File: config.mk
export PLATFORM = sky130hd
export DESIGN_NAME = rst_vector_seq
export DESIGN_NICKNAME = d
export VERILOG_FILES = /design/src/rtl/rvs_pkg.sv /design/src/rtl/rvs_lowqual.sv /design/src/rtl/rvs_vecasm.sv /design/src/rtl/rvs_fsm.sv /design/src/rtl/rst_vector_seq.sv
export SDC_FILE = /design/constraint.sdc
export NUM_CORES = 1
export LEC_CHECK = 0
export BUFFER_PORTS_ARGS = -buffer_cell sky130_fd_sc_hd__buf_2
export CORE_MARGIN = 2
export CORE_UTILIZATION = 53
export DETAILED_ROUTE_END_ITERATION = 7
export PLACE_DENSITY = 0.85
export SYNTH_ARGS = -nofsm -noshare
export SYNTH_HDL_FRONTEND = slang
export SYNTH_SLANG_ARGS = --single-unit
File: constraint.sdc
create_clock -name clk -period 3.2 [get_ports clk]
set_input_delay 0.32 -clock clk [delete_from_list [all_inputs] [get_ports clk]]
set_output_delay 0.32 -clock clk [all_outputs]
set_load 0.005 [all_outputs]
File: src/rtl/rvs_pkg.sv
package rvs_pkg;

    localparam int ADDR_W = 24;
    localparam int DATA_W = 8;
    localparam int SP_W   = 32;
    localparam int MASK_W = 3;
    localparam int BANK_W = 2;

    typedef enum logic [2:0] {
        ST_WAIT  = 3'd0,
        ST_ARMED = 3'd1,
        ST_FETCH = 3'd2,
        ST_DONE  = 3'd3,
        ST_RUN   = 3'd4
    } seq_state_e;

    typedef enum logic [2:0] {
        GEAR_DIV1  = 3'd0,
        GEAR_DIV2  = 3'd1,
        GEAR_DIV4  = 3'd2,
        GEAR_DIV8  = 3'd3,
        GEAR_DIV16 = 3'd4,
        GEAR_KEEP  = 3'd7
    } gear_e;

    typedef struct packed {
        logic [SP_W-1:0]   sp;
        logic [MASK_W-1:0] mask;
        logic [BANK_W-1:0] bank;
    } arch_init_t;

    typedef struct packed {
        logic  bypass;
        gear_e gear;
    } clk_ctl_t;

    function automatic arch_init_t arch_reset_val();
        arch_init_t v;
        v.sp   = '0;
        v.mask = '1;
        v.bank = '0;
        return v;
    endfunction

    function automatic clk_ctl_t clk_ctl_for(seq_state_e st);
        clk_ctl_t c;
        if (st == ST_RUN) begin
            c.bypass = 1'b0;
            c.gear   = GEAR_KEEP;
        end else begin
            c.bypass = 1'b1;
            c.gear   = GEAR_DIV16;
        end
        return c;
    endfunction

endpackage

File: src/rtl/rvs_lowqual.sv
module rvs_lowqual #(
    parameter int MIN_LOW = 20
) (
    input  logic clk,
    input  logic rst,
    input  logic rst_low,
    output logic accept
);
    localparam int CNT_W = $clog2(MIN_LOW + 1);
    localparam logic [CNT_W-1:0] CNT_HIT = CNT_W'(MIN_LOW - 1);
    localparam logic [CNT_W-1:0] CNT_SAT = CNT_W'(MIN_LOW);

    logic [CNT_W-1:0] low_cnt_q;

    always_ff @(posedge clk) begin
        if (rst || !rst_low) begin
            low_cnt_q <= '0;
        end else if (low_cnt_q != CNT_SAT) begin
            low_cnt_q <= low_cnt_q + 1'b1;
        end
    end

    assign accept = rst_low && (low_cnt_q == CNT_HIT);


    accept_once_chk: assert property (@(posedge clk) disable iff (rst)
        accept |=> !accept);


    high_clears_chk: assert property (@(posedge clk) disable iff (rst)
        !rst_low |=> !accept);

endmodule

File: src/rtl/rvs_vecasm.sv
module rvs_vecasm
    import rvs_pkg::*;
#(
    parameter logic [ADDR_W-1:0] VEC_BASE = 24'hFFFF00
) (
    input  logic              clk,
    input  logic              rst,
    input  logic              clr,
    input  logic              take,
    input  logic [DATA_W-1:0] data,
    output logic              last,
    output logic [ADDR_W-1:0] addr,
    output logic [ADDR_W-1:0] vec_next
);
    localparam int NBYTES = ADDR_W / DATA_W;
    localparam int IDX_W  = (NBYTES > 1) ? $clog2(NBYTES) : 1;
    localparam logic [IDX_W-1:0] IDX_LAST = IDX_W'(NBYTES - 1);

    logic [IDX_W-1:0] idx_q;

    always_ff @(posedge clk) begin
        if (rst || clr) begin
            idx_q <= '0;
        end else if (take && !last) begin
            idx_q <= idx_q + 1'b1;
        end
    end

    assign last = (idx_q == IDX_LAST);
    assign addr = VEC_BASE + ADDR_W'(idx_q);

    for (genvar g = 0; g < NBYTES; g++) begin : g_lane
        logic [DATA_W-1:0] lane_q;
        logic              hit;

        assign hit = take && (idx_q == IDX_W'(g));

        always_ff @(posedge clk) begin
            if (rst || clr) begin
                lane_q <= '0;
            end else if (hit) begin
                lane_q <= data;
            end
        end

        assign vec_next[g*DATA_W +: DATA_W] = hit ? data : lane_q;
    end


    idx_step_chk: assert property (@(posedge clk) disable iff (rst)
        (take && !last && !clr) |=> (idx_q == $past(idx_q) + 1'b1));


    idx_hold_chk: assert property (@(posedge clk) disable iff (rst)
        (!take && !clr) |=> $stable(idx_q));

endmodule

File: src/rtl/rvs_fsm.sv
module rvs_fsm
    import rvs_pkg::*;
(
    input  logic       clk,
    input  logic       rst,
    input  logic       rst_low,
    input  logic       accept,
    input  logic       take,
    input  logic       last,
    output seq_state_e state
);
    seq_state_e state_q;
    seq_state_e state_d;

    always_comb begin
        state_d = state_q;
        unique case (state_q)
            ST_WAIT: begin
                if (accept) state_d = ST_ARMED;
            end
            ST_ARMED: begin
                if (!rst_low) state_d = ST_FETCH;
            end
            ST_FETCH: begin
                if (rst_low)          state_d = ST_WAIT;
                else if (take && last) state_d = ST_DONE;
            end
            ST_DONE: begin
                state_d = rst_low ? ST_WAIT : ST_RUN;
            end
            ST_RUN: begin
                if (accept) state_d = ST_ARMED;
            end
            default: state_d = ST_WAIT;
        endcase
    end

    always_ff @(posedge clk) begin
        if (rst) state_q <= ST_WAIT;
        else     state_q <= state_d;
    end

    assign state = state_q;


    done_single_chk: assert property (@(posedge clk) disable iff (rst)
        (state_q == ST_DONE) |=> (state_q != ST_DONE));


    run_entry_chk: assert property (@(posedge clk) disable iff (rst)
        (state_q == ST_RUN && $past(state_q) != ST_RUN) |-> ($past(state_q) == ST_DONE));


    fetch_abort_chk: assert property (@(posedge clk) disable iff (rst)
        (state_q == ST_FETCH && rst_low) |=> (state_q == ST_WAIT));

endmodule

File: src/rtl/rst_vector_seq.sv
module rst_vector_seq
    import rvs_pkg::*;
#(
    parameter int                MIN_LOW  = 20,
    parameter logic [ADDR_W-1:0] VEC_BASE = 24'hFFFF00
) (
    input  logic              clk,
    input  logic              rst,
    input  logic              ext_rst_n,
    output logic              rd_req,
    output logic [ADDR_W-1:0] rd_addr,
    input  logic [DATA_W-1:0] rd_data,
    input  logic              rd_rdy,
    output logic [ADDR_W-1:0] pc,
    output logic [SP_W-1:0]   sp,
    output logic [MASK_W-1:0] irq_mask,
    output logic [BANK_W-1:0] bank_sel,
    output logic              pll_bypass_force,
    output logic [2:0]        gear_sel,
    output logic              boot_done,
    output logic              core_run
);
    logic        rst_low;
    logic        accept;
    logic        take;
    logic        last;
    logic [ADDR_W-1:0] vec_next;
    seq_state_e  state;
    arch_init_t  arch_q;
    clk_ctl_t    clk_ctl;
    logic [ADDR_W-1:0] pc_q;

    assign rst_low = !ext_rst_n;
    assign take    = (state == ST_FETCH) && rd_rdy && !rst_low;

    rvs_lowqual #(
        .MIN_LOW (MIN_LOW)
    ) i_lowqual (
        .clk     (clk),
        .rst     (rst),
        .rst_low (rst_low),
        .accept  (accept)
    );

    rvs_vecasm #(
        .VEC_BASE (VEC_BASE)
    ) i_vecasm (
        .clk      (clk),
        .rst      (rst),
        .clr      (state == ST_ARMED),
        .take     (take),
        .data     (rd_data),
        .last     (last),
        .addr     (rd_addr),
        .vec_next (vec_next)
    );

    rvs_fsm i_fsm (
        .clk     (clk),
        .rst     (rst),
        .rst_low (rst_low),
        .accept  (accept),
        .take    (take),
        .last    (last),
        .state   (state)
    );

    always_ff @(posedge clk) begin
        if (rst || accept) begin
            pc_q <= '0;
        end else if (take && last) begin
            pc_q <= vec_next;
        end
    end

    always_ff @(posedge clk) begin
        if (rst || accept) begin
            arch_q <= arch_reset_val();
        end
    end

    assign clk_ctl          = clk_ctl_for(state);
    assign rd_req           = (state == ST_FETCH);
    assign boot_done        = (state == ST_DONE);
    assign core_run         = (state == ST_RUN);
    assign pc               = pc_q;
    assign sp               = arch_q.sp;
    assign irq_mask         = arch_q.mask;
    assign bank_sel         = arch_q.bank;
    assign pll_bypass_force = clk_ctl.bypass;
    assign gear_sel         = clk_ctl.gear;


    req_hold_chk: assert property (@(posedge clk) disable iff (rst)
        (rd_req && !rd_rdy && ext_rst_n) |=> (rd_req && $stable(rd_addr)));


    addr_ascend_chk: assert property (@(posedge clk) disable iff (rst)
        (rd_req && $past(rd_req) && $past(rd_rdy)) |-> (rd_addr == $past(rd_addr) + 1'b1));


    done_then_run_chk: assert property (@(posedge clk) disable iff (rst)
        (boot_done && ext_rst_n) |=> (core_run && !boot_done));


    run_needs_done_chk: assert property (@(posedge clk) disable iff (rst)
        $rose(core_run) |-> $past(boot_done));


    abort_drop_chk: assert property (@(posedge clk) disable iff (rst)
        (rd_req && !ext_rst_n) |=> (!rd_req && !core_run));


    no_overlap_chk: assert property (@(posedge clk) disable iff (rst)
        !(core_run && rd_req));


    pc_clear_chk: assert property (@(posedge clk) disable iff (rst)
        (rd_req && $past(!rd_req && !core_run && !boot_done)) |-> (pc == '0));

endmodule

==> flow_summary.ini <==
[global_routing]
grt_use_met2_pct = 31.2
first_global_vias = 1838
overflow = 0
grt_pass1_wl_um = 9070
globalRouteMet3Util_pct = 5.09
grt_usage_pct = 19.1
busiest_layer = met2
grt_antenna_before_repair = 0
grt_max_degree = 35
grt_use_met1_pct = 24.5

[timing]
clock-skew-final_ns = 0.00965
period_minus_slack_ns = 2.34
setup_viol = 0
rsz0062_at_grt = false
worstMarginPinSlew_ns = 0.837
max-slew-margin-rel_pct = 44.2
max_freq_mhz = 427
slew_violations = 0
whs_ns = 0.292
fin_crit_sh_pct = 73.2
fin_setup_tns_ns = 0
hold_viol_final = 0

[outcome]
status = finished, final reports clean

[floorplan]
die-height_um = 76.3
ios = 104
die_x_um = 76.3
start_util_pct = 54.6
rows = 26
design.core.area_sq_um = 5070
die_area_sq_um = 5820

[synthesis]
yosysSeqAreaShare_pct = 36.1
synth_top_area_share_pct = 36.1
ys_seq_elements = 50
netlist_area_sq_um = 2770
yosys.area.top_type = dfxtp_1
synth_cells = 298
yosys_warnings = 0
synth_area_leaders = dfxtp_1, buf_4, mux2i_1
synth_area_per_cell_sq_um = 9.30
synthDistinctLibCells = 37

[clock_network]
cts_num_sinks = 50
cts_tree = done
post-cts-setup-buffers = 0
htree_levels = 2
clockBufferDepth = 2
cts_resized = 0
clk_latency_ns = 0.31
cts_root_buffer = clkbuf_8
holdBufCountCts = 0
cts_buffers = 5
clk_pin_slew_ns = 0.09

[finish]
fill_cells = 469
antenna_cells = 0
layout-drive-gt1-share_pct = 18.0
final_nets = 344
syn2layout_area_growth_pct = 3.66

[critical_path]
crit_slowest_cell = or3b_1
critical_path_required_ns = 2.88
arrival_ns = 2.02
cpPeakStageDelay_ns = 0.59
cp-end-kind = output pin
cp_cell_sequence = or3b_1, clkinv_1, buf_4, buf_2
r2r_setup_slack_ns = 1.15
cp-start-kind = register
path_class = reg -> out
cp_max_fo = 20

[detailed_routing]
vias = 2089
wl_um = 5620
ant_nets = 0
wl_per_cell_um = 14.1
vias_per_cell = 5.25
first_pass_iters = 4
drc = 0
drt-initial-drc-count = 202

[pwr]
p_leak_nw = 1.26
irDropWorstVdd_mv = 0.236
powerDensity_nw_per_um2 = 399

[hold_path]
hold_path_class = in -> reg

[placement]
gp_routability_congestion = 0.815
io_buffers = 43
place_hpwl_um = 3890

[run]
drv_cap = 0
## placed cells by master (no fill, tap or decap)
master	synthesis	routed
xnor2_1	3	3
clkbuf_8	0	5
conb_1	2	60
mux2i_1	33	33
and3b_1	1	1
nor2_1	1	1
ha_1	5	5
nor2_2	2	2
o21ba_2	1	1
nand2_1	3	3
a211oi_1	17	17
dfxtp_1	50	50
nor3_1	3	3
or4b_2	1	1
nand3_1	12	12
o21ai_0	9	9
or4b_1	1	1
nand4b_1	1	1
o31ai_1	2	2
buf_4	64	2
buf_2	2	43
o21bai_1	1	1
xor2_1	2	2
inv_6	0	1
a21oi_1	27	27
o41ai_1	1	1
bufinv_16	0	1
inv_1	5	5
nor4b_1	2	2
clkinv_2	0	1
and3_1	1	1
nand3b_1	24	24
or3b_1	1	1
or3b_2	1	1
or4_1	1	1
nand4bb_1	1	1
nand2b_1	1	1
clkinv_1	1	1
nand4_4	1	1
## layer usage
layer | vias up | wire, um
met5 | - | 0
met4 | 0 | 77
met3 | 9 | 540
met2 | 124 | 2650
met1 | 970 | 2350
li1 | 986 | -
## final cells by class
type / instances / area [sq um] / area share [%]
clock buffers: 5 / 68.8 / 2.40
clock inverters: 3 / 43.8 / 1.52
inverters: 6 / 22.5 / 0.784
multi-input cells: 219 / 1420 / 49.4
flip-flops and latches: 50 / 1000 / 34.8
well taps: 70 / 87.6 / 3.05
repair buffers: 45 / 230 / 8.01
## sequential cells by signal, summed over array words and instances, names as in the netlist
register                count
pc                         24
i_vecasm.g_lane.lane_q     16
i_lowqual.low_cnt_q         5
i_fsm.state                 3
i_vecasm.idx_q              2
## synthesized netlist by cell type, drive strengths merged
master,n
mux2i,33
clkbuf,13
o21ba,1
xor2,2
o21ai,9
nand2,3
a21oi,27
clkinv,1
nand3b,24
nand3,12
and3b,1
and3,1
o31ai,2
a211oi,17
or3b,2
inv,5
buf,68
ha,5
o21bai,1
conb,2
nor3,3
nand2b,1
xnor2,3
o41ai,1
nor2,3
nor4b,2
nand4,1
nand4bb,1
or4,1
dfxtp,50
or4b,2
nand4b,1
## cells by family after synthesis
kind of cell / share of synthesized area, %
buffers and inverters: 20.5
flip-flops: 36.1
XOR/XNOR: 1.58
AND/OR/NAND/NOR: 14.7
multiplexers: 11.9
other: 0.271
AO/OA/AOI/OAI: 12.6
adder cells (fa/ha/maj): 2.26
## power by group
part           internal (mW)  total, mW  switching, mW
registers              0.623      0.624        0.00133
logic                 0.0181     0.0646         0.0465
clock network          0.235      0.456          0.222
## path summary, 6_finish.rpt
check	from	cells after the start	to
worst max-delay path	i_fsm.state[1]	4	rd_req
worst min-delay path	rd_data[4]	3	pc[20]
worst max register to register	i_vecasm.idx_q[0]	5	i_vecasm.g_lane[0].lane_q[4]
worst min register to register	pc[18]	2	pc[18]
## per-stage QoR
step           std cells  cell area (sq um)  power, mW  util [%]  setup slack, ns
4_1_cts              398               2870       1.15      56.6            0.871
5_1_grt              398               2870       1.18      56.6            0.668
3_3_place_gp         390               2760      0.699      54.4             1.29
6_report             398               2870       1.15      56.6            0.858
3_5_place_dp         390               2760      0.701      54.4             1.19
2_1_floorplan        356               2990      0.733         -             1.48
## critical path: cells and delay by family (launching register included)
family | cells | cell delay, ns
buffers and inverters | 3 | 0.68
flip-flops | 1 | 0.43
AND/OR/NAND/NOR | 1 | 0.59
(Power assumes the default switching activity.)
